<file path="config.mk">
export PLATFORM = sky130hd
export DESIGN_NAME = rtc_bcd_calendar
export DESIGN_NICKNAME = d
export VERILOG_FILES = /design/src/rtl/rtc_cal_pkg.sv /design/src/rtl/rtc_bcd_counter.sv /design/src/rtl/rtc_hour_unit.sv /design/src/rtl/rtc_date_unit.sv /design/src/rtl/rtc_bcd_calendar.sv
export SDC_FILE = /design/constraint.sdc
export NUM_CORES = 1
export LEC_CHECK = 0
export BUFFER_PORTS_ARGS = -buffer_cell sky130_fd_sc_hd__buf_2
export CORE_ASPECT_RATIO = 1.75
export CORE_UTILIZATION = 46
export CTS_CLUSTER_SIZE = 40
export DETAILED_ROUTE_END_ITERATION = 8
export HOLD_SLACK_MARGIN = 0.06
export PLACE_DENSITY = 0.8
export SYNTH_ARGS = -nofsm -noshare
export SYNTH_HDL_FRONTEND = slang
export SYNTH_HIERARCHICAL = 1
export SYNTH_SLANG_ARGS = --single-unit
</file>
<file path="constraint.sdc">
create_clock -name clk -period 7.1 [get_ports clk]
set_input_delay 2.13 -clock clk [delete_from_list [all_inputs] [get_ports clk]]
set_output_delay 2.13 -clock clk [all_outputs]
set_load 0.01 [all_outputs]
</file>
<file path="src/rtl/rtc_cal_pkg.sv">
package rtc_cal_pkg;
  localparam int BYTE_W  = 8;
  localparam int N_BYTES = 8;
  localparam int WORD_W  = BYTE_W * N_BYTES;

  localparam int F_HUND  = 0;
  localparam int F_SEC   = 1;
  localparam int F_MIN   = 2;
  localparam int F_HOUR  = 3;
  localparam int F_DAY   = 4;
  localparam int F_DATE  = 5;
  localparam int F_MONTH = 6;
  localparam int F_YEAR  = 7;

  // bit positions inside the day byte
  localparam int DAY_STOP_BIT = 5;
  localparam int DAY_MASK_BIT = 4;

  localparam logic [WORD_W-1:0] USED_MASK  = 64'hFF1F_3F37_BF7F_7FFF;
  localparam logic [WORD_W-1:0] RESET_WORD = 64'h0001_0131_0000_0000;

  // add one to a two-digit BCD value
  function automatic logic [7:0] bcd_inc(input logic [7:0] v);
    if (v[3:0] == 4'd9) return {v[7:4] + 4'd1, 4'd0};
    else                return {v[7:4], v[3:0] + 4'd1};
  endfunction

  // divisible by 4: tens parity contributes 0 or 2 to the residue
  function automatic logic is_leap(input logic [7:0] yr);
    logic [4:0] s;
    s = {1'b0, yr[3:0]} + (yr[4] ? 5'd2 : 5'd0);
    return (s[1:0] == 2'b00);
  endfunction

  // last date of a month, in BCD
  function automatic logic [5:0] month_len(input logic [4:0] mon, input logic [7:0] yr);
    case (mon)
      5'h02:                      return is_leap(yr) ? 6'h29 : 6'h28;
      5'h04, 5'h06, 5'h09, 5'h11: return 6'h30;
      default:                    return 6'h31;
    endcase
  endfunction
endpackage

</file>
<file path="src/rtl/rtc_bcd_counter.sv">
module rtc_bcd_counter
  import rtc_cal_pkg::*;
#(
  parameter logic [BYTE_W-1:0] FIRST = 8'h00,
  parameter logic [BYTE_W-1:0] LAST  = 8'h99
) (
  input  logic              clk,
  input  logic              rst_n,
  input  logic              step_i,
  input  logic              load_i,
  input  logic [BYTE_W-1:0] load_val_i,
  output logic [BYTE_W-1:0] val_o,
  output logic              wrap_o
);
  logic [BYTE_W-1:0] cnt_q;
  logic              at_last;

  assign at_last = (cnt_q == LAST);
  assign wrap_o  = step_i & at_last & ~load_i;
  assign val_o   = cnt_q;

  always_ff @(posedge clk) begin
    if (!rst_n)      cnt_q <= FIRST;
    else if (load_i) cnt_q <= load_val_i;
    else if (step_i) cnt_q <= at_last ? FIRST : bcd_inc(cnt_q);
  end

  // count stays a valid BCD value inside its range
  assert_bcd_range_R2: assert property (@(posedge clk) disable iff (!rst_n)
    (cnt_q[3:0] <= 4'd9) && (cnt_q <= LAST));

  // a wrap returns the count to its first value
  assert_wrap_first_R2: assert property (@(posedge clk) disable iff (!rst_n)
    wrap_o |=> (val_o == FIRST));
endmodule

</file>
<file path="src/rtl/rtc_hour_unit.sv">
module rtc_hour_unit (
  input  logic       clk,
  input  logic       rst_n,
  input  logic       step_i,
  input  logic       load_i,
  input  logic [6:0] load_hour_i,   // {format, bits 5:0 of the hour byte}
  output logic [7:0] hour_byte_o,
  output logic       day_carry_o
);
  logic       fmt12_q, pm_q;
  logic [5:0] hr_q, hr_n;
  logic       pm_n;
  logic       at_11, at_12, at_23;

  assign at_11 = (hr_q == 6'h11);
  assign at_12 = (hr_q == 6'h12);
  assign at_23 = (hr_q == 6'h23);

  assign day_carry_o = step_i & ~load_i & (fmt12_q ? (at_11 & pm_q) : at_23);

  always_comb begin
    hr_n = hr_q;
    pm_n = pm_q;
    if (fmt12_q) begin
      if (at_12) hr_n = 6'h01;
      else if (at_11) begin
        hr_n = 6'h12;
        pm_n = ~pm_q;
      end else hr_n = 6'(rtc_cal_pkg::bcd_inc({2'b00, hr_q}));
    end else begin
      hr_n = at_23 ? 6'h00 : 6'(rtc_cal_pkg::bcd_inc({2'b00, hr_q}));
    end
  end

  always_ff @(posedge clk) begin
    if (!rst_n) begin
      fmt12_q <= 1'b0;
      pm_q    <= 1'b0;
      hr_q    <= 6'h00;
    end else if (load_i) begin
      fmt12_q <= load_hour_i[6];
      pm_q    <= load_hour_i[6] & load_hour_i[5];
      hr_q    <= load_hour_i[6] ? {1'b0, load_hour_i[4:0]} : load_hour_i[5:0];
    end else if (step_i) begin
      hr_q <= hr_n;
      pm_q <= pm_n;
    end
  end

  assign hour_byte_o = fmt12_q ? {1'b1, 1'b0, pm_q, hr_q[4:0]} : {2'b00, hr_q};

  // 12-hour format keeps 01..12
  assert_hour12_range_R5: assert property (@(posedge clk) disable iff (!rst_n)
    fmt12_q |-> (hr_q != 6'h00) && (hr_q <= 6'h12) && (hr_q[3:0] <= 4'd9));

  // step out of 11 flips the PM flag
  assert_pm_flip_R5: assert property (@(posedge clk) disable iff (!rst_n)
    (step_i && !load_i && fmt12_q && at_11) |=> (pm_q != $past(pm_q)));

  // 24-hour format keeps 00..23 with no PM flag
  assert_hour24_range_R4: assert property (@(posedge clk) disable iff (!rst_n)
    !fmt12_q |-> (hr_q <= 6'h23) && (hr_q[3:0] <= 4'd9) && !pm_q);
endmodule

</file>
<file path="src/rtl/rtc_date_unit.sv">
module rtc_date_unit
  import rtc_cal_pkg::*;
(
  input  logic       clk,
  input  logic       rst_n,
  input  logic       step_i,
  input  logic       load_i,
  input  logic [2:0] load_dow_i,
  input  logic [5:0] load_date_i,
  input  logic [4:0] load_month_i,
  input  logic [7:0] year_i,
  output logic [2:0] dow_o,
  output logic [5:0] date_o,
  output logic [4:0] month_o,
  output logic       year_step_o
);
  logic [2:0] dow_q;
  logic [5:0] date_q;
  logic [4:0] month_q;
  logic [5:0] last_date;
  logic       month_end, year_end;

  assign last_date   = month_len(month_q, year_i);
  assign month_end   = (date_q >= last_date);
  assign year_end    = (month_q == 5'h12);
  assign year_step_o = step_i & ~load_i & month_end & year_end;

  always_ff @(posedge clk) begin
    if (!rst_n) begin
      dow_q   <= 3'd1;
      date_q  <= 6'h01;
      month_q <= 5'h01;
    end else if (load_i) begin
      dow_q   <= load_dow_i;
      date_q  <= load_date_i;
      month_q <= load_month_i;
    end else if (step_i) begin
      dow_q  <= (dow_q == 3'd7) ? 3'd1 : dow_q + 3'd1;
      date_q <= month_end ? 6'h01 : 6'(bcd_inc({2'b00, date_q}));
      if (month_end)
        month_q <= year_end ? 5'h01 : 5'(bcd_inc({3'b000, month_q}));
    end
  end

  assign dow_o   = dow_q;
  assign date_o  = date_q;
  assign month_o = month_q;

  // date never passes the length of its month
  assert_date_fits_R7: assert property (@(posedge clk) disable iff (!rst_n)
    (date_q != 6'h00) && (date_q <= last_date));

  // day of week stays 1..7
  assert_dow_range_R6: assert property (@(posedge clk) disable iff (!rst_n)
    (dow_q != 3'd0));

  // leaving December lands on January
  assert_month_wrap_R8: assert property (@(posedge clk) disable iff (!rst_n)
    year_step_o |=> (month_q == 5'h01) && (date_q == 6'h01));
endmodule

</file>
<file path="src/rtl/rtc_bcd_calendar.sv">
module rtc_bcd_calendar
  import rtc_cal_pkg::*;
(
  input  logic        clk,
  input  logic        rst_n,
  input  logic        tick_i,
  input  logic        load_i,
  input  logic [63:0] load_word_i,
  input  logic        ext_rst_n_i,
  output logic [63:0] time_word_o,
  output logic        xfer_abort_o
);
  localparam int N_LOW = 3;  // hundredths, seconds, minutes

  logic              stop_q, mask_q;
  logic              adv_hund;
  logic [N_LOW:0]    chain_step;
  logic [BYTE_W-1:0] low_val [N_LOW];
  logic [7:0]        hour_byte, year_val;
  logic              day_step, year_step;
  logic [2:0]        dow;
  logic [5:0]        date;
  logic [4:0]        month;

  assign adv_hund      = tick_i & ~stop_q;
  assign chain_step[0] = adv_hund;

  generate
    for (genvar i = 0; i < N_LOW; i++) begin : g_low
      localparam logic [7:0] LAST_I = (i == 0) ? 8'h99 : 8'h59;
      logic [7:0] ld_val;
      if (i == F_HUND) begin : g_clr
        assign ld_val = 8'h00;
      end else begin : g_ld
        assign ld_val = {1'b0, load_word_i[BYTE_W*i +: 7]};
      end
      rtc_bcd_counter #(.FIRST(8'h00), .LAST(LAST_I)) u_cnt (
        .clk(clk), .rst_n(rst_n), .step_i(chain_step[i]), .load_i(load_i),
        .load_val_i(ld_val), .val_o(low_val[i]), .wrap_o(chain_step[i+1])
      );
    end
  endgenerate

  rtc_hour_unit u_hour (
    .clk(clk), .rst_n(rst_n), .step_i(chain_step[N_LOW]), .load_i(load_i),
    .load_hour_i({load_word_i[BYTE_W*F_HOUR+7], load_word_i[BYTE_W*F_HOUR +: 6]}),
    .hour_byte_o(hour_byte), .day_carry_o(day_step)
  );

  rtc_date_unit u_date (
    .clk(clk), .rst_n(rst_n), .step_i(day_step), .load_i(load_i),
    .load_dow_i(load_word_i[BYTE_W*F_DAY +: 3]),
    .load_date_i(load_word_i[BYTE_W*F_DATE +: 6]),
    .load_month_i(load_word_i[BYTE_W*F_MONTH +: 5]),
    .year_i(year_val), .dow_o(dow), .date_o(date), .month_o(month),
    .year_step_o(year_step)
  );

  rtc_bcd_counter #(.FIRST(8'h00), .LAST(8'h99)) u_year (
    .clk(clk), .rst_n(rst_n), .step_i(year_step), .load_i(load_i),
    .load_val_i(load_word_i[BYTE_W*F_YEAR +: 8]), .val_o(year_val), .wrap_o()
  );

  always_ff @(posedge clk) begin
    if (!rst_n) begin
      stop_q <= 1'b1;
      mask_q <= 1'b1;
    end else if (load_i) begin
      stop_q <= load_word_i[BYTE_W*F_DAY + DAY_STOP_BIT];
      mask_q <= load_word_i[BYTE_W*F_DAY + DAY_MASK_BIT];
    end
  end

  assign time_word_o = {year_val, 3'b000, month, 2'b00, date,
                        2'b00, stop_q, mask_q, 1'b0, dow,
                        hour_byte, low_val[F_MIN], low_val[F_SEC], low_val[F_HUND]};

  assign xfer_abort_o = ~ext_rst_n_i & ~mask_q;

  // stop bit freezes the whole word
  assert_frozen_R3: assert property (@(posedge clk) disable iff (!rst_n)
    (time_word_o[BYTE_W*F_DAY + DAY_STOP_BIT] && !load_i) |=> $stable(time_word_o));

  // unused bits read zero
  assert_zero_bits_R10: assert property (@(posedge clk) disable iff (!rst_n)
    (time_word_o & ~USED_MASK) == 64'h0);

  // load replaces every used field and clears hundredths
  assert_load_word_R9: assert property (@(posedge clk) disable iff (!rst_n)
    load_i |=> time_word_o == (($past(load_word_i) & USED_MASK) & ~64'hFF));

  // masked request never reaches the output
  assert_abort_mask_R11: assert property (@(posedge clk) disable iff (!rst_n)
    (time_word_o[BYTE_W*F_DAY + DAY_MASK_BIT] || ext_rst_n_i) |-> !xfer_abort_o);
endmodule

</file>
Word level (Yosys, flattened, before mapping) --
Index checks and enable logic that the tools add are counted.
Storage, ports and cells: flip-flop bits (word level) 56, input bits 69, logic and storage cells 153
Operators by class: add/subtract/negate cells 16, magnitude comparators 1, equality and inequality tests 22, muxes and demuxes 44, bitwise logic cells 21, reductions and logical operators 29
Operators with widths (number):
- $mux W8 | 11
- $mux W6 | 12
- $add A4 B1 Y4 const B | 11
- $eq A4 B4 Y1 const B | 7
- $mux W7 | 4
- $mux W5 | 5
- $reduce_bool A2 Y1 | 11
- $eq A8 B7 Y1 const B | 2
- $eq A8 B8 Y1 const B | 2
- $reduce_and A2 Y1 | 8
- $and A1 B1 Y1 | 15
- $reduce_bool A3 Y1 | 5
- $eq A6 B5 Y1 const B | 2
- $pmux W6 S2 | 1
- $eq A5 B3 Y1 const B | 2
- $eq A5 B5 Y1 const B | 2
- $mux W3 | 3
- $mux W1 | 7
- $eq A6 B6 Y1 const B | 1
- $ge A6 B6 Y1 | 1
- $not A1 Y1 | 6
- $eq A5 B2 Y1 const B | 1
- $eq A5 B4 Y1 const B | 1
- $add A2 B1 Y2 const B | 2
- 11 further kinds | 11

Depth between registers and ports, before layout --
depth after elaboration 15, depth in mapped cells 22

Hierarchy --
The synthesis kept the hierarchy.
By module, submodules not included:
- rtc_bcd_counter | times used 4, cells each 57, area each 495.5 µm²
- rtc_date_unit | times used 1, cells each 137, area each 1084.8 µm²
- rtc_hour_unit | times used 1, cells each 82, area each 655.6 µm²
- rtc_bcd_calendar | times used 1, cells each 19, area each 156.4 µm²

Worst setup path after synthesis --
No wires, ideal clock.
path type input port to flip-flop, start input port tick_i, end register u_year.cnt_q[6] (netlist: u_year/val_o[6]), setup time 116 ps, data arrival time 6830 ps, slack 153 ps, cell stages on the path 21, path through nor2b_1 -> inv_1 -> nor3_1 -> and4_1 -> inv_1 -> nor3_1 -> and4_1 -> inv_1 -> nor3_1 -> and4_1 -> buf_2 -> nand2_1 -> nor2_1 -> and2_1 -> o221ai_1 -> buf_2 -> nor4b_1 -> inv_1 -> nor3_1 -> o22ai_1 -> o211a_1
Between the ends: cells in the longest elaborated chain, start to end 14
RTL lines:
- start: declaration | line rtc_bcd_calendar.sv:6 | input logic tick_i,
- $and A1 B1 Y1 | line rtc_bcd_calendar.sv:25 | assign adv_hund = tick_i & ~stop_q;
- $and A1 B1 Y1 (2 in series) | line rtc_bcd_counter.sv:19 | assign wrap_o = step_i & at_last & ~load_i;
- net chain_step[1] | line rtc_bcd_calendar.sv:17 | logic [N_LOW:0] chain_step;
- $and A1 B1 Y1 (2 in series) | line rtc_bcd_counter.sv:19
- net chain_step[2] | line rtc_bcd_calendar.sv:17
- $and A1 B1 Y1 (2 in series) | line rtc_bcd_counter.sv:19
- net chain_step[3] | line rtc_bcd_calendar.sv:17
- $and A1 B1 Y1 (2 in series) | line rtc_hour_unit.sv:19 | assign day_carry_o = step_i & ~load_i & (fmt12_q ? (at_11 & pm_q) : at_23);
- net day_step | line rtc_bcd_calendar.sv:20 | logic day_step, year_step;
- $and A1 B1 Y1 (3 in series) | line rtc_date_unit.sv:26 | assign year_step_o = step_i & ~load_i & month_end & year_end;
- net year_step | line rtc_bcd_calendar.sv:20
- $reduce_bool A2 Y1 (no source line)
- $reduce_and A2 Y1 (no source line)
- end signal: assignment | line rtc_bcd_counter.sv:24 | else if (load_i) cnt_q <= load_val_i;
- end signal: assignment | line rtc_bcd_counter.sv:25 | else if (step_i) cnt_q <= at_last ? FIRST : bcd_inc(cnt_q);
- end: declaration | line rtc_bcd_counter.sv:15 | logic [BYTE_W-1:0] cnt_q;
The timed path passes the listed nets, and every way through them passes these cells. A chain may end at the register's enable or synchronous reset.

Worst setup path after layout --
start input port tick_i, end register u_year.cnt_q[6] (netlist: u_year/val_o[6])
Between the ends: cells in the longest elaborated chain, start to end 14
RTL lines:
- $and A1 B1 Y1 | line rtc_bcd_calendar.sv:25
- net adv_hund | line rtc_bcd_calendar.sv:16 | logic adv_hund;
- $and A1 B1 Y1 (2 in series) | line rtc_bcd_counter.sv:19
- net chain_step[1] | line rtc_bcd_calendar.sv:17
- $and A1 B1 Y1 (2 in series) | line rtc_bcd_counter.sv:19
- net chain_step[2] | line rtc_bcd_calendar.sv:17
- $and A1 B1 Y1 (2 in series) | line rtc_bcd_counter.sv:19
- net chain_step[3] | line rtc_bcd_calendar.sv:17
- $and A1 B1 Y1 (2 in series) | line rtc_hour_unit.sv:19
- net day_step | line rtc_bcd_calendar.sv:20
- $and A1 B1 Y1 (3 in series) | line rtc_date_unit.sv:26
- net year_step | line rtc_bcd_calendar.sv:20
- $reduce_bool A2 Y1 (no source line)
- $reduce_and A2 Y1 (no source line)
The timed path passes the listed nets, and every way through them passes these cells.

==> results.json <==
{
  "fin_cells": 662,
  "htree_levels": 2,
  "dp_cells": 655,
  "rsz0062_at_grt": "no",
  "peakVddDrop_uv": 109,
  "cp.required_ns": 7.29,
  "tns_ns": 0,
  "setup_viol": 0,
  "grt_util_all_layers_pct": 22.6,
  "slew_headroom_pct": 64.4,
  "min_path_cells": 2,
  "io_buffers": 105,
  "dp_slack_ns": 0.415,
  "combPwrFrac_pct": 19.9,
  "coreArea_sq_mm": 0.00802,
  "clock_power_share_pct": 31.7,
  "clk_pin_slew_ns": 0.07,
  "fin_crit_sh_pct": 89.9,
  "p_leak_uw": 0.00218,
  "cts_setup_buffers": 0,
  "worst_slack_ns": 0.714,
  "routedWlPerCell_um": 14.8,
  "ff2ff_setup_slack_ns": 2.07,
  "reg2reg_depth": 22,
  "nets": 666,
  "crit_family": "simple AND/OR/NAND/NOR gates",
  "max_stage_delay_ns": 0.46,
  "dr.pass1.iters": 7,
  "io_pins": 134,
  "cts_tree": "built",
  "crit_chain": "buf_2 -> nor2b_1 -> inv_1 -> nor3_1 -> and4_1 -> inv_1 -> nor3_1 -> and4_1 -> inv_1 -> nor3_1 -> buf_4 -> and4_1 -> nand2_1 -> nor2_1 -> and2_1 -> o221ai_1 -> buf_4 -> nor4b_1 -> buf_4 -> inv_1 -> nor3_1 -> o22ai_1 -> o211a_1",
  "grt_max_degree": 54,
  "die_area_sq_mm": 0.00880,
  "die_h_um": 123,
  "synth.cell_area_sq_mm": 0.00387,
  "postRouteAntennaNets": 0,
  "path_buf_inv": 8,
  "finish.utilization_pct": 57.2,
  "antenna_found_initial": 0,
  "powerDensity_mw_per_mm2": 166,
  "switching_share_pct": 29.8,
  "crit_path_end_kind": "flop",
  "slew_violations": 0,
  "yosys_warnings": 6,
  "n_fill_cell": 763,
  "multi_input_area_sq_mm": 0.00250,
  "diodes": 0,
  "drive_above_1_share_pct": 24.1,
  "fin_crit_ns": 6.39,
  "grt_pass1_vias": 3698,
  "cts_root_buf": "clkbuf_16",
  "crit_slowest_cell": "nor3_1",
  "cts_hold_buf": 0,
  "cts_sinks": 56,
  "post_cts_resized": 0,
  "r2r_end": "u_year/val_o[6]",
  "numCtsBuffers": 5,
  "grt_overflow": 0,
  "gp_congestion": 0.824,
  "maxCapViolations": 0,
  "vias": 3813,
  "clock_path_buffers": 2,
  "syn_area_per_cell_sq_um": 8.32,
  "whs_endpoint": "mask_q",
  "outcome": "finished with violations",
  "crit_type": "in2reg",
  "grt_pass1_wl_um": 16200,
  "hold_class": "reg2reg",
  "startpoint_type": "input pin",
  "min_from": "mask_q",
  "skew_ns": 0.00438,
  "fmax_mhz": 157,
  "fp.dieW_um": 71.3,
  "drc_errors": 9,
  "worst_pin_slew_ns": 0.530,
  "p_seq_share_pct": 48.4,
  "post_drt_via_cell_ratio": 5.76,
  "netSwitchingPower_uw": 227,
  "r2r_start": "g_low[0].u_cnt/val_o[0]",
  "netlist_instances": 465,
  "clkLatencyLatePin_ns": 0.29,
  "p_int_uw": 535,
  "drt-total-wl_um": 9830,
  "crit_arrival_ns": 6.58,
  "syn2layout_area_growth_pct": 18.5,
  "seq_area_sq_mm": 0.00112,
  "power_uw": 762,
  "num_rows": 43,
  "start_util_pct": 48.3,
  "path_max_fanout": 12,
  "dr.first_iter.drc_count": 176,
  "finalHoldViolCount": 0,
  "dp_hpwl_um": 7170,
  "violations": "DRC"
}
## cell usage in the layout (no fill, tap or decap), types with 5 or more instances in the layout
cell type and count:
a31oi_1 10, conb_1 19, nor2_1 30, clkinv_1 6
o22ai_1 17, o21ai_0 31, xor2_1 10, nand2_1 28
a21oi_1 33, ha_1 25, buf_4 10, nor3_1 5
dfxtp_1 56, a211oi_1 8, buf_2 105, nor3b_1 11
o211a_1 17, clkbuf_16 5, inv_1 26, nand3_1 15
and2_1 10, mux2i_1 6, xnor2_1 8
## power groups by stage
| stage | logic [uW] | registers (uW) | clock network (uW) |
|---|---|---|---|
| after CTS | 152 | 369 | 251 |
| after global placement | 146 | 374 | 0 |
| final | 152 | 369 | 242 |
| after detailed placement | 151 | 376 | 0 |
| after global routing | 170 | 373 | 259 |
| after floorplan | 97.3 | 374 | 0 |
## state kept, by name, indices dropped and copies added, names as in the netlist
name               flops
u_hour/pm_q            1
g_low.u_cnt/val_o     24
u_hour/fmt12_q         1
stop_q                 1
u_date/dow_o           3
u_hour/hr_q            6
u_date/date_o          6
mask_q                 1
u_year/val_o           8
u_date/month_o         5
## worst max path at each step
stage | endpoint | depth (start not counted) | startpoint
finish | u_year/val_o[6] | 23 | tick_i
global placement | u_year/val_o[6] | 23 | tick_i
CTS | u_year/val_o[5] | 23 | tick_i
global route | u_year/val_o[5] | 23 | tick_i
floorplan | u_year/val_o[6] | 21 | tick_i
detailed placement | u_year/val_o[5] | 23 | tick_i
## worst reg2reg max path, cell delays in order, from the launching register on
cell,delay [ns]
dfxtp_1,0.45
ha_1,0.27
nand3b_4,0.12
nor3_1,0.44
and4_1,0.38
inv_1,0.11
nor3_1,0.23
and4_1,0.37
inv_1,0.11
nor3_1,0.18
buf_4,0.16
and4_1,0.22
nand2_1,0.08
nor2_1,0.17
and2_1,0.16
o221ai_1,0.11
buf_4,0.19
nor4b_1,0.25
buf_4,0.19
inv_1,0.06
nor3_1,0.41
o22ai_1,0.16
o211a_1,0.14
## metrics by stage
| step | hold WS, ns | area [sq um] |
|---|---|---|
| after floorplan | 0.465 | 3930 |
| after global placement | 0.474 | 4450 |
| after detailed placement | 0.484 | 4450 |
| after CTS | 0.502 | 4590 |
| after global routing | 0.555 | 4590 |
| final | 0.503 | 4590 |
## metal layers
metal  wire (um)  up-vias  part of all wire (%)  GRT usage, %
li1            -     1887                     -             -
met4         155        0                   1.6          9.75
met1        3870     1799                    39          23.6
met2        5250      117                    53          43.1
met3         552       10                   5.6          4.24
met5           0        -                     0             0
## cell type report
type / instances / share of cell area, %
Clock inverter: 1 / 0.109
Tap cell: 90 / 2.45
Timing Repair Buffer: 115 / 13.1
Clock buffer: 6 / 2.81
Inverter: 32 / 2.62
Sequential cell: 56 / 24.4
Multi-Input combinational cell: 362 / 54.5
No activity file was read; power rests on OpenSTA's default activity.
